--- src/rtl/pmp_regfile_pkg.sv ---
package pmp_regfile_pkg;

   // configuration byte layout used by the lock logic
   localparam int CFG_BITS = 8;
   localparam int LOCK_BIT = 7;
   localparam int MODE_LO  = 3;
   localparam int MODE_HI  = 4;

   typedef enum logic [1:0] {
      MATCH_OFF   = 2'd0,
      MATCH_TOR   = 2'd1,
      MATCH_NA4   = 2'd2,
      MATCH_NAPOT = 2'd3
   } match_mode_e;

   function automatic logic cfg_lock(input logic [CFG_BITS-1:0] c);
      return c[LOCK_BIT];
   endfunction

   function automatic match_mode_e cfg_mode(input logic [CFG_BITS-1:0] c);
      return match_mode_e'(c[MODE_HI:MODE_LO]);
   endfunction

endpackage

--- src/rtl/pmp_lock_eval.sv ---
module pmp_lock_eval
   import pmp_regfile_pkg::*;
#(
   parameter int NUM_ENTRIES = 24
) (
   input  logic [NUM_ENTRIES*CFG_BITS-1:0] cfg_flat,
   output logic [NUM_ENTRIES-1:0]          locked
);

   for (genvar e = 0; e < NUM_ENTRIES; e++) begin : g_ent
      logic [CFG_BITS-1:0] own;
      assign own = cfg_flat[e*CFG_BITS +: CFG_BITS];
      if (e == NUM_ENTRIES - 1) begin : g_top
         // no neighbour above the last entry
         assign locked[e] = cfg_lock(own);
      end else begin : g_mid
         logic [CFG_BITS-1:0] nxt;
         assign nxt       = cfg_flat[(e+1)*CFG_BITS +: CFG_BITS];
         assign locked[e] = cfg_lock(own) |
                            (cfg_lock(nxt) & (cfg_mode(nxt) == MATCH_TOR));
      end
   end

endmodule

--- src/rtl/pmp_wr_decode.sv ---
module pmp_wr_decode #(
   parameter int NUM_ENTRIES = 24,
   parameter int XLEN        = 64,
   parameter int IDX_W       = 5
) (
   input  logic                   clk,
   input  logic                   rst_n,
   input  logic                   we,
   input  logic                   sel_addr,
   input  logic [IDX_W-1:0]       idx,
   output logic [NUM_ENTRIES-1:0] cfg_hit,
   output logic [NUM_ENTRIES-1:0] addr_hit
);

   localparam int BYTES_PER_WORD = XLEN / 8;
   localparam bit WIDE           = (XLEN == 64);

   for (genvar e = 0; e < NUM_ENTRIES; e++) begin : g_ent
      localparam int CSR_NUM = e / BYTES_PER_WORD;
      localparam bit REACH   = !(WIDE && ((CSR_NUM % 2) == 1));
      if (REACH) begin : g_reach
         assign cfg_hit[e] = we & ~sel_addr & (idx == IDX_W'(CSR_NUM));
      end else begin : g_skip
         assign cfg_hit[e] = 1'b0;
      end
      assign addr_hit[e] = we & sel_addr & (idx == IDX_W'(e));
   end


   cfg_bank_only_chk: assert property (@(posedge clk) disable iff (!rst_n)
      (we && (sel_addr || (WIDE && idx[0]))) |-> (cfg_hit == '0));


   addr_range_chk: assert property (@(posedge clk) disable iff (!rst_n)
      (sel_addr && (int'(idx) >= NUM_ENTRIES)) |-> (addr_hit == '0));

endmodule

--- src/rtl/pmp_entry.sv ---
module pmp_entry
   import pmp_regfile_pkg::*;
#(
   parameter int ADDR_W = 54
) (
   input  logic                clk,
   input  logic                rst_n,
   input  logic                cfg_wen,
   input  logic                addr_wen,
   input  logic                lock,
   input  logic [CFG_BITS-1:0] cfg_wdata,
   input  logic [ADDR_W-1:0]   addr_wdata,
   output logic [CFG_BITS-1:0] cfg_q,
   output logic [ADDR_W-1:0]   addr_q,
   output logic                upd
);

   logic cfg_take, addr_take;
   assign cfg_take  = cfg_wen  & ~lock;
   assign addr_take = addr_wen & ~lock;

   always_ff @(posedge clk) begin
      if (!rst_n) begin
         cfg_q  <= '0;
         addr_q <= '0;
         upd    <= 1'b0;
      end else begin
         if (cfg_take)  cfg_q  <= cfg_wdata;
         if (addr_take) addr_q <= addr_wdata;
         upd <= cfg_take | addr_take;
      end
   end


   lock_hold_chk: assert property (@(posedge clk) disable iff (!rst_n)
      lock |=> ($stable(cfg_q) && $stable(addr_q)));


   lock_sticky_chk: assert property (@(posedge clk) disable iff (!rst_n)
      cfg_q[LOCK_BIT] |=> cfg_q[LOCK_BIT]);


   upd_cause_chk: assert property (@(posedge clk) disable iff (!rst_n)
      upd |-> $past(cfg_wen | addr_wen));

endmodule

--- src/rtl/pmp_entry_regfile.sv ---
module pmp_entry_regfile
   import pmp_regfile_pkg::*;
#(
   parameter int NUM_ENTRIES = 24,
   parameter int XLEN        = 64,
   parameter int ADDR_W      = 54,
   parameter int IDX_W       = 5
) (
   input  logic                            clk,
   input  logic                            rst_n,
   input  logic                            csr_we,
   input  logic                            csr_re,
   input  logic                            csr_sel_addr,
   input  logic [IDX_W-1:0]                csr_idx,
   input  logic [XLEN-1:0]                 csr_wdata,
   output logic [XLEN-1:0]                 csr_rdata,
   output logic [NUM_ENTRIES*CFG_BITS-1:0] cfg_bytes,
   output logic [NUM_ENTRIES*ADDR_W-1:0]   addr_regs,
   output logic [NUM_ENTRIES-1:0]          entry_upd
);

   localparam int BYTES_PER_WORD = XLEN / 8;
   localparam bit WIDE           = (XLEN == 64);

   // elaboration-time parameter checks
   if (!(XLEN == 32 || XLEN == 64)) begin : g_bad_xlen
      $error("XLEN must be 32 or 64");
   end
   if (NUM_ENTRIES < 1 || NUM_ENTRIES > 64) begin : g_bad_n
      $error("NUM_ENTRIES out of range 1..64");
   end
   if (ADDR_W < 1 || ADDR_W > XLEN) begin : g_bad_aw
      $error("ADDR_W must lie in 1..XLEN");
   end
   if ((NUM_ENTRIES - 1) >= (1 << IDX_W)) begin : g_bad_idx
      $error("IDX_W too narrow for NUM_ENTRIES");
   end

   logic [NUM_ENTRIES-1:0] locked;
   logic [NUM_ENTRIES-1:0] cfg_hit;
   logic [NUM_ENTRIES-1:0] addr_hit;

   pmp_lock_eval #(.NUM_ENTRIES(NUM_ENTRIES)) u_lock (
      .cfg_flat (cfg_bytes),
      .locked   (locked)
   );

   pmp_wr_decode #(
      .NUM_ENTRIES (NUM_ENTRIES),
      .XLEN        (XLEN),
      .IDX_W       (IDX_W)
   ) u_dec (
      .clk      (clk),
      .rst_n    (rst_n),
      .we       (csr_we),
      .sel_addr (csr_sel_addr),
      .idx      (csr_idx),
      .cfg_hit  (cfg_hit),
      .addr_hit (addr_hit)
   );

   for (genvar e = 0; e < NUM_ENTRIES; e++) begin : g_ent
      localparam int LANE = e % BYTES_PER_WORD;
      pmp_entry #(.ADDR_W(ADDR_W)) u_entry (
         .clk        (clk),
         .rst_n      (rst_n),
         .cfg_wen    (cfg_hit[e]),
         .addr_wen   (addr_hit[e]),
         .lock       (locked[e]),
         .cfg_wdata  (csr_wdata[LANE*CFG_BITS +: CFG_BITS]),
         .addr_wdata (csr_wdata[ADDR_W-1:0]),
         .cfg_q      (cfg_bytes[e*CFG_BITS +: CFG_BITS]),
         .addr_q     (addr_regs[e*ADDR_W +: ADDR_W]),
         .upd        (entry_upd[e])
      );
   end

   // read selection
   logic [XLEN-1:0] rd_next;
   always_comb begin
      rd_next = '0;
      if (!csr_sel_addr) begin
         for (int e = 0; e < NUM_ENTRIES; e++) begin
            if (!(WIDE && (((e / BYTES_PER_WORD) % 2) == 1)) &&
                (csr_idx == IDX_W'(e / BYTES_PER_WORD))) begin
               rd_next[(e % BYTES_PER_WORD)*CFG_BITS +: CFG_BITS] =
                  cfg_bytes[e*CFG_BITS +: CFG_BITS];
            end
         end
      end else begin
         for (int e = 0; e < NUM_ENTRIES; e++) begin
            if (csr_idx == IDX_W'(e)) begin
               rd_next[ADDR_W-1:0] = addr_regs[e*ADDR_W +: ADDR_W];
            end
         end
      end
   end

   always_ff @(posedge clk) begin
      if (!rst_n)      csr_rdata <= '0;
      else if (csr_re) csr_rdata <= rd_next;
   end


   rdata_hold_chk: assert property (@(posedge clk) disable iff (!rst_n)
      !csr_re |=> $stable(csr_rdata));


   upd_origin_chk: assert property (@(posedge clk) disable iff (!rst_n)
      (|entry_upd) |-> $past(csr_we));


   odd_word_read_chk: assert property (@(posedge clk) disable iff (!rst_n)
      (WIDE && csr_re && !csr_sel_addr && csr_idx[0]) |=> (csr_rdata == '0));

endmodule

--- config.mk ---
export PLATFORM = sky130hd
export DESIGN_NAME = pmp_entry_regfile
export DESIGN_NICKNAME = d
export VERILOG_FILES = /design/src/rtl/pmp_regfile_pkg.sv /design/src/rtl/pmp_lock_eval.sv /design/src/rtl/pmp_wr_decode.sv /design/src/rtl/pmp_entry.sv /design/src/rtl/pmp_entry_regfile.sv
export SDC_FILE = /design/constraint.sdc
export NUM_CORES = 2
export LEC_CHECK = 0
export BUFFER_PORTS_ARGS = -buffer_cell sky130_fd_sc_hd__buf_2
export CAP_MARGIN = 20
export CORE_AREA = 2 2 651 653
export CTS_CLUSTER_DIAMETER = 40
export DETAILED_ROUTE_END_ITERATION = 6
export DIE_AREA = 0 0 653 655
export PLACE_DENSITY_LB_ADDON = 0.08
export SYNTH_ARGS = -nofsm -noshare
export SYNTH_HDL_FRONTEND = slang
export SYNTH_HIERARCHICAL = 1
export SYNTH_SLANG_ARGS = --single-unit
--- constraint.sdc ---
create_clock -name clk -period 2 [get_ports clk]
set_input_delay 0.1 -clock clk [delete_from_list [all_inputs] [get_ports clk]]
set_output_delay 0.1 -clock clk [all_outputs]
set_load 0.02 [all_outputs]
==> qor.csv <==
stage,metric,value,unit
place,Setup WS pre-CTS,-1.60,ns
logic_synthesis,cell taking the most area after synthesis,dfxtp_1,
logic_synthesis,number of enable flip-flop cells after synthesis,0,
clock_tree,Clock Tree Root,clkbuf_16,
layout,layout overhead on the synthesized area,58.5,%
logic_synthesis,Post-Syn Area,76700,µm²
sta,Relative slew margins,-28.6,%
power,switching power of the nets,31.3,mW
layout,Final #Nets,12022,
global_routing,global-route track usage on met1,41.1,%
logic_synthesis,Compound-Gate Fraction of Synth Area,10.1,%
logic_synthesis,leading cell types by total area after synthesis,"dfxtp_1, mux2i_1, nand2_1, buf_12, buf_2",
detailed_routing,Final Routed Wirelength,749000,µm
sta,PnR worst setup slack,-0.464,ns
global_routing,number of antenna violations at the first check in global routing,90,
global_routing,met3 track utilization from global routing,8.90,%
min_path,worst hold-check path type,input port to flip-flop,
logic_synthesis,share of the synthesized netlist area taken by xor and xnor gates,0,%
power,Pwr per Cell Area,939,nW/µm²
power,Clk network pwr share,62.6,%
logic_synthesis,sequential-to-total area share from yosys stat,41.1,%
logic_synthesis,top flip-flop cell by instance count after synthesis,dfxtp_1,
detailed_routing,number of vias per cell,4.85,
global_routing,Overall Global Routing Usage,33.4,%
global_routing,global route overflow,0,
detailed_routing,Via Count,86699,
logic_synthesis,combinational family with the most area after synthesis,multiplexers,
floorplanning,# rows,239,
logic_synthesis,count of mapped cells out of synthesis,8823,
sta,Final Hold Violating Endpoints,0,
status,run status,"complete, but fails checks",
logic_synthesis,commonest cells in the netlist,"nand2_1, dfxtp_1, mux2i_1",
critical_path,"Max FO, Critical Path",2,
logic_synthesis,count of cell types in the netlist,86,
logic_synthesis,post-synthesis mux area share,21.5,%
clock_tree,total clock buffers created by CTS,416,
logic_synthesis,flop and latch count out of synthesis,1576,
sta,RSZ-0062 raised after global routing,yes,
clock_tree,clk buf depth,4,
job,max-cap violation count,0,
power,Switching Fraction,27.4,%
power,leakage power,51.4,nW
clock_tree,"Reg clk slew, reported paths",0.05,ns
floorplanning,DIE AREA,428000,µm²
critical_path,Register-to-Register Setup Slack,-0.46,ns
sta,clock tree skew after final layout,0.0488,ns
logic_synthesis,most used standard cell by instance count after synthesis,nand2_1,
logic_synthesis,mean post-synth cell area,8.69,µm²
global_routing,largest net degree at the start of global routing,194,
critical_path,Crit path arrival time,3.35,ns
place,GPL Wtd Cong,0.997,
detailed_routing,Post-route DRC,9,
place,quantity of I/O buffers inserted on ports,1649,
detailed_routing,ANT nets after route,0,
critical_path,end of the critical path,csr_rdata[23]$_SDFFE_PN0P_,
logic_synthesis,post-synthesis async set-or-reset flop share,0,%
sta,max-slew violation total from the final report,9,
clock_tree,level count of the clock H-tree,5,
floorplanning,IO Count,1650,
logic_synthesis,adder-cell area share of the yosys netlist,0,%
detailed_routing,DR pass1 iterations,7,
detailed_routing,average wire per standard cell,41.9,µm
critical_path,CP Class,flip-flop to flip-flop,
floorplanning,starting utilization of the core area,18.2,%
sta,total negative slack for setup checks,-2.56,ns
layout,layout cell share with drive strength beyond 1,37.9,%
critical_path,data required time of the worst path,2.88,ns
logic_synthesis,Yosys warning total,6,
place,half-perimeter wire length of the detailed placement result,604000,µm
global_routing,global-route layer with the greatest usage,met2,
critical_path,crit path from,g_ent[2].u_entry/addr_q[23]$_SDFFE_PN0P_,
global_routing,routing usage on met2,52.6,%
power,Peak VDD IR,0.661,mV
sta,post-route clock period utilization,123,%
clock_tree,TritonCTS clock tree,yes,
clock_tree,clock latency at the later pin of the worst-skew pair,1.01,ns
sta,Tightest Pin Transition,1.93,ns
sta,shortest clock period the worst path allows after layout,2.46,ns
critical_path,worst reg2reg path depth,7,
global_routing,wire length of the first global-routing pass,927000,µm
detailed_routing,DRC violation total after the first TritonRoute iteration,10782,
logic_synthesis,Post-Synth Simple-Gate Area,19.3,%
power,Logic pwr share,9.3,%
global_routing,via count of the first global-routing pass,81625,
sta,maximum achievable frequency,406,MHz
clock_tree,clock sink count,1576,
critical_path,kind of end point of the critical path,flip-flop,
power,cell-internal power,82.9,mW
power,part of the total power dissipated in sequential elements,28.1,%
floorplanning,die boundary width,653,µm
critical_path,reg-to-reg critical path endpoint,csr_rdata[23]$_SDFFE_PN0P_,
logic_synthesis,portion of synthesized cell area occupied by the leading cell type,41.1,%
sta,Final setup viols,27,
floorplanning,Placeable Area,422000,µm²
status,violations in the final reports,"design-rule violations, max-slew violations, negative setup slack",
critical_path,startpoint types,flip-flop,
critical_path,launch instance of the worst register-to-register path,g_ent[2].u_entry/addr_q[23]$_SDFFE_PN0P_,
floorplanning,Die Y-Extent,655,µm
-- critical path, cell delays in order (launching register included) --
cell	delay, ns
dfxtp_2	0.32
mux4_2	0.56
a22oi_2	0.34
o211ai_1	0.35
buf_4	0.27
a21oi_4	0.15
o221ai_2	0.13
a22o_1	0.22
-- power by group through the flow --
stage                     Combinational [mW]  Sequential (mW)  Clock, mW
after detailed placement                10.0             32.7          0
after global placement                  9.96             32.7          0
after global routing                    10.7             32.1       73.6
after CTS                               10.4             32.1       72.1
final                                   10.6             32.1       71.4
after floorplan                         3.28             32.8          0
-- area by class of cell --
cell class | instances | area [µm²]
fillers | 45016 | 300000
diodes | 31 | 77.6
clock buffers | 566 | 11800
multi-input cells | 6474 | 41300
flip-flops and latches | 1576 | 31800
repair buffers | 3465 | 26600
well taps | 5543 | 6940
inverters | 15 | 61.3
clock inverters | 209 | 2910
-- cells by family (layout without fill, tap and decap cells) --
logic type | Yosys count | in the layout
AND/OR/NAND/NOR | 3704 | 3704
multiplexers | 1610 | 1610
flip-flops | 1576 | 1576
AO/OA/AOI/OAI | 1152 | 1152
buffers and inverters | 780 | 4255
other | 1 | 39
-- state kept, by name, indices dropped and copies added, names as in the netlist --
| name | count |
|---|---|
| g_ent.u_entry/upd | 24 |
| g_ent.u_entry/addr_q | 1296 |
| g_ent.u_entry/cfg_q | 192 |
| csr_rdata | 64 |
-- cells in the final DEF (no fill, tap or decap), drive strengths merged, types with 21 or more instances in the layout --
cell and count:
a31oi 23, nor3 56, mux2i 1549, clkinv 118
mux4 24, o21ai 227, a21o 21, o22ai 118
dlygate4sd3 77, buf 3385, nor2 201, dfxtp 1576
nand3 46, a22oi 172, a22o 21, nor2b 64
clkinvlp 27, a21oi 229, diode 31, bufinv 53
nand4 21, clkbuf 567, o211ai 32, nand2 3190
o221ai 54, mux2 37, a221oi 47, inv 26
o2bb2ai 47, o21bai 24, nor3b 29
-- how the worst min path moves through the flow --
stage	from	to	slack, ns	cells past startpoint
detailed placement	csr_wdata[57]	g_ent[7].u_entry/cfg_q[1]$_SDFFE_PN0P_	0.39	3
CTS	csr_wdata[11]	g_ent[0].u_entry/addr_q[11]$_SDFFE_PN0P_	0.005	4
global placement	csr_wdata[57]	g_ent[7].u_entry/cfg_q[1]$_SDFFE_PN0P_	0.38	3
global route	csr_wdata[11]	g_ent[0].u_entry/addr_q[11]$_SDFFE_PN0P_	0.05	4
finish	csr_wdata[11]	g_ent[0].u_entry/addr_q[11]$_SDFFE_PN0P_	0.04	4
floorplan	csr_wdata[46]	g_ent[0].u_entry/addr_q[46]$_SDFFE_PN0P_	0.24	2
-- per-layer routing --
metal / up-vias / share of wire [%]
met4: 10 / 6.8
met1: 43975 / 40
met5: - / 0.0099
met2: 4899 / 44
li1: 36693 / -
met3: 1122 / 8.7
-- per-stage QoR --
step / hold WS (ns) / instance area, µm² / util [%] / power (mW) / cells
after floorplan: 0.242 / 76700 / - / 36.1 / 8830
after global placement: 0.377 / 104000 / 24.7 / 42.7 / 17019
after detailed placement: 0.391 / 104000 / 24.7 / 42.7 / 17024
after CTS: 0.00467 / 121000 / 28.7 / 115 / 17853
after global routing: 0.0466 / 122000 / 28.8 / 116 / 17854
final: 0.0405 / 122000 / 28.8 / 114 / 17879
-- what timing repair did --
action / 4_1_cts / 5_1_grt
gates resized for setup: 498 / 122
setup buffers: 6 / 3
endpoints found under the hold margin: 1488 / 0
hold buffers: 78 / 0
pin swaps: 128 / 82
setup endpoints to repair: 276 / 289
No activity file was read; power rests on OpenSTA's default activity.
